## src/rtl/ccf_pkg.sv

```systemverilog
// Shared types and flag positions for the condition code evaluator.
package ccf_pkg;
    localparam int FB_C = 0;
    localparam int FB_V = 1;
    localparam int FB_Z = 2;
    localparam int FB_N = 3;
    localparam int FB_X = 4;
    localparam int FB_R = 8;
    localparam int VER_GATE = 32;

    typedef enum logic [2:0] {
        OP_ADD  = 3'd0,
        OP_SUB  = 3'd1,
        OP_MOVE = 3'd2,
        OP_MCP  = 3'd3,
        OP_MULS = 3'd4,
        OP_MULU = 3'd5,
        OP_BTST = 3'd6,
        OP_RSVD = 3'd7
    } ccf_op_e;

    typedef enum logic [1:0] {
        SZ_BYTE = 2'd0,
        SZ_HALF = 2'd1,
        SZ_WORD = 2'd2,
        SZ_NONE = 2'd3
    } ccf_size_e;

    typedef struct packed {
        logic r;
        logic n;
        logic z;
        logic v;
        logic c;
    } ccf_flags_t;
endpackage

```

## src/rtl/ccf_sign_pick.sv

```systemverilog
// Picks the sign bit and the zero test of a value at the selected operand size.
// Assumes DATA_W is a multiple of 4; lane widths are DATA_W/4, /2 and full.
module ccf_sign_pick #(
    parameter int DATA_W = 32
) (
    input  logic [DATA_W-1:0] val_i,
    input  logic [1:0]        size_i,
    output logic              sign_o,
    output logic              zero_o,
    output logic              valid_o
);
    localparam int LANES = 3;

    logic [LANES-1:0] lane_sign;
    logic [LANES-1:0] lane_zero;

    // One lane per supported size: top bit and low-part zero test.
    for (genvar g = 0; g < LANES; g++) begin : g_lane
        localparam int LW = (DATA_W / 4) << g;
        assign lane_sign[g] = val_i[LW-1];
        assign lane_zero[g] = ~|val_i[LW-1:0];
    end

    // Select the lane named by the size code; code 3 is not a valid size.
    always_comb begin
        valid_o = (size_i != 2'd3);
        sign_o  = 1'b0;
        zero_o  = 1'b0;
        if (valid_o) begin
            sign_o = lane_sign[size_i];
            zero_o = lane_zero[size_i];
        end
    end
endmodule

```

## src/rtl/ccf_arith_eval.sv

```systemverilog
// Sign-bit flag rules for add, subtract and carry-propagating add.
// Assumes res_i is the result of the operation on src_i and dst_i.
module ccf_arith_eval
    import ccf_pkg::*;
#(
    parameter int DATA_W = 32
) (
    input  logic [DATA_W-1:0] src_i,
    input  logic [DATA_W-1:0] dst_i,
    input  logic [DATA_W-1:0] res_i,
    input  logic [1:0]        size_i,
    input  logic              is_sub_i,
    input  logic              is_mcp_i,
    output ccf_flags_t        flags_o,
    output logic              res_sign_o,
    output logic              res_zero_o
);
    logic s_sign, s_zero, s_valid;
    logic d_sign, d_zero, d_valid;
    logic r_valid;
    logic a_sign;
    logic carry_raw;
    logic unused_side;

    ccf_sign_pick #(.DATA_W(DATA_W)) u_src (
        .val_i(src_i), .size_i(size_i),
        .sign_o(s_sign), .zero_o(s_zero), .valid_o(s_valid)
    );
    ccf_sign_pick #(.DATA_W(DATA_W)) u_dst (
        .val_i(dst_i), .size_i(size_i),
        .sign_o(d_sign), .zero_o(d_zero), .valid_o(d_valid)
    );
    ccf_sign_pick #(.DATA_W(DATA_W)) u_res (
        .val_i(res_i), .size_i(size_i),
        .sign_o(res_sign_o), .zero_o(res_zero_o), .valid_o(r_valid)
    );

    assign unused_side = ^{s_zero, d_zero, s_valid, d_valid};
    assign a_sign      = s_sign ^ is_sub_i;

    // Apply the two-branch sign rules, then route the carry to C or R.
    always_comb begin
        flags_o   = '0;
        carry_raw = 1'b0;
        if (r_valid) begin
            if (res_sign_o) begin
                flags_o.n = 1'b1;
                flags_o.v = ~a_sign & ~d_sign;
                carry_raw = a_sign & d_sign;
            end else begin
                flags_o.z = res_zero_o;
                flags_o.v = a_sign & d_sign;
                carry_raw = a_sign | d_sign;
            end
            if (is_mcp_i) begin
                flags_o.r = carry_raw;
            end else begin
                flags_o.c = carry_raw ^ is_sub_i;
            end
        end
    end

    // N and Z come from opposite branches and never appear together.
    always_comb begin
        AST_ARITH_NZ_EXCL: assert (!(flags_o.n && flags_o.z)) else $error("N and Z both set");
    end
    // The carry-propagating add never reports C.
    always_comb begin
        AST_MCP_NO_C: assert (!(is_mcp_i && flags_o.c)) else $error("C raised in MCP");
    end
endmodule

```

## src/rtl/ccf_mul_eval.sv

```systemverilog
// Flag rules for the 64-bit product {mof,res} of signed or unsigned multiply.
module ccf_mul_eval
    import ccf_pkg::*;
#(
    parameter int DATA_W = 32
) (
    input  logic [DATA_W-1:0] res_i,
    input  logic [DATA_W-1:0] mof_i,
    input  logic              signed_i,
    output ccf_flags_t        flags_o
);
    localparam int PROD_W = 2 * DATA_W;

    logic [PROD_W-1:0] prod;

    assign prod = {mof_i, res_i};

    // Zero and sign of the full product; overflow by mode.
    always_comb begin
        flags_o   = '0;
        flags_o.z = ~|prod;
        flags_o.n = prod[PROD_W-1];
        if (signed_i) begin
            flags_o.v = (mof_i != {DATA_W{res_i[DATA_W-1]}});
        end else begin
            flags_o.v = |mof_i;
        end
    end

    // A zero product cannot overflow in either mode.
    always_comb begin
        AST_MUL_ZERO_NO_V: assert (!(flags_o.z && flags_o.v)) else $error("zero product with V");
    end
endmodule

```

## src/rtl/ccf_writeback.sv

```systemverilog
// Merges computed flags into the status word under the update mask.
// X is always part of the mask; with X set a computed Z is withheld.
module ccf_writeback
    import ccf_pkg::*;
#(
    parameter int CCS_W = 32
) (
    input  ccf_flags_t        flags_i,
    input  logic              x_i,
    input  logic [CCS_W-1:0]  upd_mask_i,
    input  logic [CCS_W-1:0]  ccs_i,
    output logic [CCS_W-1:0]  ccs_o
);
    logic [CCS_W-1:0] placed;
    logic [CCS_W-1:0] wmask;

    // Place each flag at its status bit.
    always_comb begin
        placed        = '0;
        placed[FB_C]  = flags_i.c;
        placed[FB_V]  = flags_i.v;
        placed[FB_Z]  = flags_i.z;
        placed[FB_N]  = flags_i.n;
        placed[FB_R]  = flags_i.r;
    end

    // Build the write mask and merge.
    always_comb begin
        wmask       = upd_mask_i;
        wmask[FB_X] = 1'b1;
        if (x_i && flags_i.z) begin
            wmask[FB_Z] = 1'b0;
        end
        ccs_o = (ccs_i & ~wmask) | (placed & wmask);
    end

    // Bits outside the caller's mask and X are never disturbed.
    always_comb begin
        AST_UNMASKED_KEPT: assert (((ccs_o ^ ccs_i) & ~upd_mask_i & ~(CCS_W'(1) << FB_X)) == '0)
            else $error("unmasked bit changed");
    end
    // Under X a computed zero never sets Z.
    always_comb begin
        AST_X_HOLDS_Z: assert (!(x_i && !ccs_i[FB_Z] && ccs_o[FB_Z])) else $error("Z set under X");
    end
endmodule

```

## src/rtl/ccf_eval.sv

```systemverilog
// Condition code flag evaluator: selects the rule set for the operation
// class, merges the flags into the status word, and handles bit test.
// Purely combinational; all outputs follow the inputs in the same cycle.
module ccf_eval
    import ccf_pkg::*;
#(
    parameter int DATA_W = 32,
    parameter int CCS_W  = 32,
    parameter int VER_W  = 8
) (
    input  logic [2:0]        op_i,
    input  logic [1:0]        size_i,
    input  logic [DATA_W-1:0] src_i,
    input  logic [DATA_W-1:0] dst_i,
    input  logic [DATA_W-1:0] res_i,
    input  logic [DATA_W-1:0] mof_i,
    input  logic              x_i,
    input  logic [CCS_W-1:0]  upd_mask_i,
    input  logic [CCS_W-1:0]  ccs_i,
    input  logic [VER_W-1:0]  ver_i,
    output logic [CCS_W-1:0]  ccs_o
);
    localparam int IDX_W = $clog2(DATA_W);
    localparam int W1    = DATA_W + 1;

    ccf_op_e     op;
    ccf_flags_t  arith_flags, mul_flags, sel_flags;
    logic        res_sign, res_zero;
    logic        is_sub, is_mcp, narrow_move;
    logic [CCS_W-1:0] wb_ccs, bt_ccs;
    logic [IDX_W-1:0] bt_idx;
    logic [W1-1:0]    bt_span;
    logic             bt_bit, bt_zero;
    logic             unused_src;

    assign op          = ccf_op_e'(op_i);
    assign is_sub      = (op == OP_SUB);
    assign is_mcp      = (op == OP_MCP);
    assign narrow_move = (op == OP_MOVE) && (size_i == SZ_HALF || size_i == SZ_WORD);

    ccf_arith_eval #(.DATA_W(DATA_W)) u_arith (
        .src_i(src_i), .dst_i(dst_i), .res_i(res_i), .size_i(size_i),
        .is_sub_i(is_sub), .is_mcp_i(is_mcp),
        .flags_o(arith_flags), .res_sign_o(res_sign), .res_zero_o(res_zero)
    );

    ccf_mul_eval #(.DATA_W(DATA_W)) u_mul (
        .res_i(res_i), .mof_i(mof_i), .signed_i(op == OP_MULS),
        .flags_o(mul_flags)
    );

    // Choose the flag set for the operation class.
    always_comb begin
        sel_flags = arith_flags;
        if (op == OP_MULS || op == OP_MULU) begin
            sel_flags = mul_flags;
        end else if (narrow_move) begin
            sel_flags   = '0;
            sel_flags.n = res_sign;
            sel_flags.z = ~res_sign & res_zero;
        end
    end

    ccf_writeback #(.CCS_W(CCS_W)) u_wb (
        .flags_i(sel_flags), .x_i(x_i), .upd_mask_i(upd_mask_i),
        .ccs_i(ccs_i), .ccs_o(wb_ccs)
    );

    assign bt_idx     = src_i[IDX_W-1:0];
    assign unused_src = ^src_i[DATA_W-1:IDX_W];

    // Bit test: selected bit, and zero test over that bit and all below it.
    always_comb begin
        bt_span = (W1'(2) << bt_idx) - W1'(1);
        bt_bit  = dst_i[bt_idx];
        bt_zero = ~|(dst_i & bt_span[DATA_W-1:0]);
        bt_ccs  = ccs_i;
        bt_ccs[FB_X] = 1'b0;
        bt_ccs[FB_N] = bt_bit;
        bt_ccs[FB_Z] = bt_zero;
        if (ver_i < VER_W'(VER_GATE)) begin
            bt_ccs[FB_V] = 1'b0;
            bt_ccs[FB_C] = 1'b0;
        end
    end

    // Final output selection.
    always_comb begin
        ccs_o = (op == OP_BTST) ? bt_ccs : wb_ccs;
    end

    // X leaves every update cleared.
    always_comb begin
        AST_X_CLEARED: assert (!ccs_o[FB_X]) else $error("X left set");
    end
    // Bit test touches only the five low flags.
    always_comb begin
        AST_BTST_UPPER_KEPT: assert (!(op == OP_BTST) || (ccs_o[CCS_W-1:FB_X+1] == ccs_i[CCS_W-1:FB_X+1]))
            else $error("bit test changed upper bits");
    end
    // Bit test keeps V and C on new versions.
    always_comb begin
        AST_BTST_VC_NEW: assert (!(op == OP_BTST && ver_i >= VER_W'(VER_GATE)) ||
                                 (ccs_o[FB_V:FB_C] == ccs_i[FB_V:FB_C]))
            else $error("bit test changed V/C");
    end
endmodule

```

## config.mk

```make
export PLATFORM = sky130hd
export DESIGN_NAME = ccf_eval
export DESIGN_NICKNAME = d
export VERILOG_FILES = /design/src/rtl/ccf_pkg.sv /design/src/rtl/ccf_sign_pick.sv /design/src/rtl/ccf_arith_eval.sv /design/src/rtl/ccf_mul_eval.sv /design/src/rtl/ccf_writeback.sv /design/src/rtl/ccf_eval.sv
export SDC_FILE = /design/constraint.sdc
export NUM_CORES = 1
export LEC_CHECK = 0
export BUFFER_PORTS_ARGS = -buffer_cell sky130_fd_sc_hd__buf_2
export CORE_AREA = 2 2 91 93
export DETAILED_ROUTE_END_ITERATION = 12
export DIE_AREA = 0 0 93 95
export GPL_TIMING_DRIVEN = 0
export PLACE_DENSITY = 0.81
export SKIP_LAST_GASP = 1
export SLEW_MARGIN = 20
export SYNTH_ARGS = -nofsm -noshare
export SYNTH_HDL_FRONTEND = slang
export SYNTH_HIERARCHICAL = 1
export SYNTH_SLANG_ARGS = --single-unit
```

## constraint.sdc

```tcl
create_clock -name vclk -period 3.5
set_clock_uncertainty 0.2 [all_clocks]
set_input_delay 0.175 -clock vclk [all_inputs]
set_output_delay 0.175 -clock vclk [all_outputs]
set_load 0.05 [all_outputs]
```

Word-level counts from Yosys, hierarchy flattened

Index checks and enable logic that the tools add are counted.

Flip-flop bits (word level): 0
Bits of input ports: 206
Output and inout port bits: 32
Word-level logic and storage cells: 72

$add $sub $neg: 1
$lt $le $gt $ge: 3
Equality and inequality tests: 10
Shift operators: 1
Multiplexer cells: 28
Bitwise gates (word level): 14
Reduce and logical (&&, ||, !) cells: 15

Operators with widths:

| kind                  | number |
|---|---|
| $reduce_or 32->1      | 3 |
| $and 32x32->32        | 2 |
| $reduce_or 64->1      | 1 |
| $and 9x32->32         | 1 |
| $mux 32               | 1 |
| $ne 32x32->1          | 1 |
| $not 32->32           | 1 |
| $or 32x32->32         | 1 |
| $shl 2x5->32 const A  | 1 |
| $sub 32x2->32 const B | 1 |
| $mux 1                | 18 |
| $reduce_or 16->1      | 1 |
| $mux 5                | 3 |
| $eq 3x3->1 const B    | 3 |
| $bmux 1 s2            | 4 |
| $lt 8x6->1 const B    | 1 |
| $reduce_or 8->1       | 1 |
| $eq 3x2->1 const B    | 2 |
| $lt 5x6->1 const B    | 1 |
| $bmux 1 s5            | 1 |
| $logic_not 1->1       | 5 |
| $and 1x1->1           | 3 |
| $eq 3x1->1 const B    | 1 |
| $lt 2x3->1 const B    | 1 |
| 9 further kinds       | 14 |

Logic depth before layout (Yosys ltp)

Depth in word-level cells: 18
Depth in mapped cells: 14
Mapped depth without buffers: 10

Hierarchy

Netlist, hierarchy kept.

Modules (own cells, without submodules):

| module         | instances | cells an instance | area an instance (um2) | seq. area each (um2) |
|---|---|---|---|---|
| ccf_eval       | 1         | 209               | 1586.5                 | 0.0 |
| ccf_sign_pick  | 3         | 19                | 133.9                  | 0.0 |
| ccf_mul_eval   | 1         | 39                | 245.2                  | 0.0 |
| ccf_writeback  | 1         | 35                | 237.7                  | 0.0 |
| ccf_arith_eval | 1         | 17                | 118.9                  | 0.0 |

Worst setup path after synthesis

Ideal clock, no wire load.

Kind: in2out
Start point: input port src_i[1]
End point: output port ccs_o[2]
Arrival: 2608 ps
Required time: 3125 ps
Slack: 517 ps
Stages on the path: 13
Buffers on the path: 4
Cell sequence: buf_2 buf_1 nor2_1 nand2_1 ha_1 clkbuf_1 buf_2 nand4b_1 nor3_1 a21oi_1 o211ai_1 a2111oi_0 a32o_1

Word-level cells in the longest chain between the ends: 6

RTL lines:

| element            | RTL line       | source |
|---|---|---|
| start: declaration | ccf_eval.sv:13 | `input logic [DATA_W-1:0] src_i,` |
| $shl 2x5->32       | ccf_eval.sv:74 | `bt_span = (W1'(2) << bt_idx) - W1'(1);` |
| $sub 32x2->32      | ccf_eval.sv:74 |  |
| $and 32x32->32     | ccf_eval.sv:76 | `bt_zero = ~\|(dst_i & bt_span[DATA_W-1:0]);` |
| $reduce_or 32->1   | ccf_eval.sv:76 |  |
| $logic_not 1->1    | ccf_eval.sv:76 |  |
| $mux 32            | ccf_eval.sv:89 | `ccs_o = (op == OP_BTST) ? bt_ccs : wb_ccs;` |
| end: declaration   | ccf_eval.sv:21 | `output logic [CCS_W-1:0] ccs_o` |

No other way between the ends.

Worst setup path after layout

Same ends and word-level chain as after synthesis.

==> impl_metrics.csv <==
group,metric,value,unit
sta,period_minus_slack,3.35,ns
die,top_level_ports,238,
layout,commonest_non_fill_non_tap_cells_in_the_layout,"sky130_fd_sc_hd__buf_2 (209), sky130_fd_sc_hd__nor2b_1 (32), sky130_fd_sc_hd__mux2_2 (31), sky130_fd_sc_hd__nor4_1 (26), sky130_fd_sc_hd__nand2_1 (24)",
sta,maxSlewHeadroom,0.390,
die,core.rowCount,33,
worst_hold_path,min_path_type,"in -> out",
layout,utilization,0.444,
place,routabilityCongestion,0.956,
layout,layout-area-overhead-vs-synth,48.9,%
logic_synthesis,syn_avg_cell_area,7.27,um^2
place,placed_cells_incl_taps,634,
layout,finalInstanceArea,3520,um^2
sta,maxSlewViolCount,0,
sta,min_period_over_period,0.957,
sta,setup_repair_after_global_routing_missed_its_margin,"no",
place,placement.cell_area,3510,um^2
layout,nFlopsAndLatches,0,
layout,layoutNonFillerInstCount,632,
logic_synthesis,synth_cells,325,
die,floorplan.die_area,8840,um^2
place,hpwlAfterDp,8840,um
layout,num-clock-buffers,0,
detailed_routing,drt_drc_violations_left,0,
grt,maximum_number_of_pins_on_one_net_before_global_route_repair,11,
flow_run,cap_violations,0,
critical_path,timing.critical_path.from_type,"input pin",
cts,cts_repair_resize_count,2,
logic_synthesis,yosysWarnings,6,
sta,tightest_slew,0.903,ns
layout,final_common_cell,"sky130_fd_sc_hd__buf_2",
critical_path,worstSetupPathType,"in -> out",
layout,register_area,0,um^2
detailed_routing,via_per_inst,5.77,
power_and_ir_drop,power.leakage,1.59,nW
critical_path,critPathRequiredTime,3.12,ns
grt,globalRoute.totalOverflow,0,
die,initial_core_util,0.298,
critical_path,endpoint_kind,"output pin",
logic_synthesis,netlist_area,2360,um^2
layout,drive_gt1_frac,0.520,
sta,fmax,0.299,GHz
detailed_routing,dr_vias,3649,
layout,final_net_count,736,
grt,grt_pass1_vias,3394,
detailed_routing,wl_per_cell,16.8,um
detailed_routing,antenna_left,0,
layout,antennaDiodeCount,0,
layout,fillerInstances,825,
die,fp.coreArea,7930,um^2
grt,groute.usage.overall,0.213,
cts,ctsHoldBuffers,0,
detailed_routing,routed_wirelength,10600,um
sta,setup_tns,0,ns
grt,antenna_found_initial,0,
detailed_routing,first_iter_violations,173,
place,dp_worst_setup_slack,-0.230,ns
sta,finalSetupViolations,0,
grt,grt_first_pass_wirelength,15700,um
critical_path,critical_path_maximum_fanout,10,
cts,cts_setup_buffers,0,
critical_path,worst_ep_arrival_time,2.97,ns
die,die_height,95,um
outcome,status,"finished clean",
place,buffer_ports.inserted,203,
sta,fin_ws,0.150,ns
die,die_width,93,um
sta,timing.final.hold_violations,0,
power_and_ir_drop,cellPowerDensity,143,nW/um^2
power_and_ir_drop,peakVddDrop,48.7,uV
detailed_routing,drtPass1Iterations,5,
-- per-layer routing --
layer  part of all wire  vias to the layer above  wire (um)  GRT usage
met5                  0                        -          0          0
met4              0.022                        0        231     0.0478
met3              0.092                       30        981     0.0239
met2               0.51                      241       5480      0.408
met1               0.37                     1683       3960      0.254
li1                   -                     1695          -          -
-- worst max-delay path: stages --
cell and delay (ns):
sky130_fd_sc_hd__buf_2 0.10, sky130_fd_sc_hd__buf_2 0.17, sky130_fd_sc_hd__buf_2 0.22, sky130_fd_sc_hd__nor2_1 0.24, sky130_fd_sc_hd__nand2_1 0.09, sky130_fd_sc_hd__ha_1 0.32, sky130_fd_sc_hd__buf_2 0.23, sky130_fd_sc_hd__buf_2 0.21
sky130_fd_sc_hd__o21ai_0 0.10, sky130_fd_sc_hd__nand4_1 0.14, sky130_fd_sc_hd__a2111oi_2 0.43, sky130_fd_sc_hd__a32o_1 0.25, sky130_fd_sc_hd__buf_2 0.27
-- final cells by class --
class | instances | area (um^2) | area share
buffer | 24 | 146 | 0.0416
timing repair buffer | 203 | 1020 | 0.289
inverter | 4 | 15.0 | 0.00427
tap | 105 | 131 | 0.0373
multi-input combinational | 296 | 2210 | 0.628
-- through the flow --
stage	hold slack, ns	total power, W
2_1_floorplan	0.446	0.000298
3_5_place_dp	0.603	0.000494
3_3_place_gp	0.599	0.000484
4_1_cts	0.605	0.000496
5_1_grt	0.621	0.000535
6_report	0.603	0.000501
-- path summary, 6_finish.rpt --
path	start	endpoint	slack, ns	depth (start not counted)
setup / recovery	src_i[1]	ccs_o[2]	0.15	13
hold / removal	ccs_i[9]	ccs_o[9]	0.60	3
-- power by group --
| part | switching, W | total (W) | leakage, nW | internal, W |
|---|---|---|---|---|
| Combinational | 0.000294 | 0.000501 | 1.59 | 0.000207 |
| Clock | 0 | 0 | 0 | 0 |
| Sequential | 0 | 0 | 0 | 0 |
| Total | 0.000294 | 0.000501 | 1.59 | 0.000207 |
No activity file was read; power rests on OpenSTA's default activity.
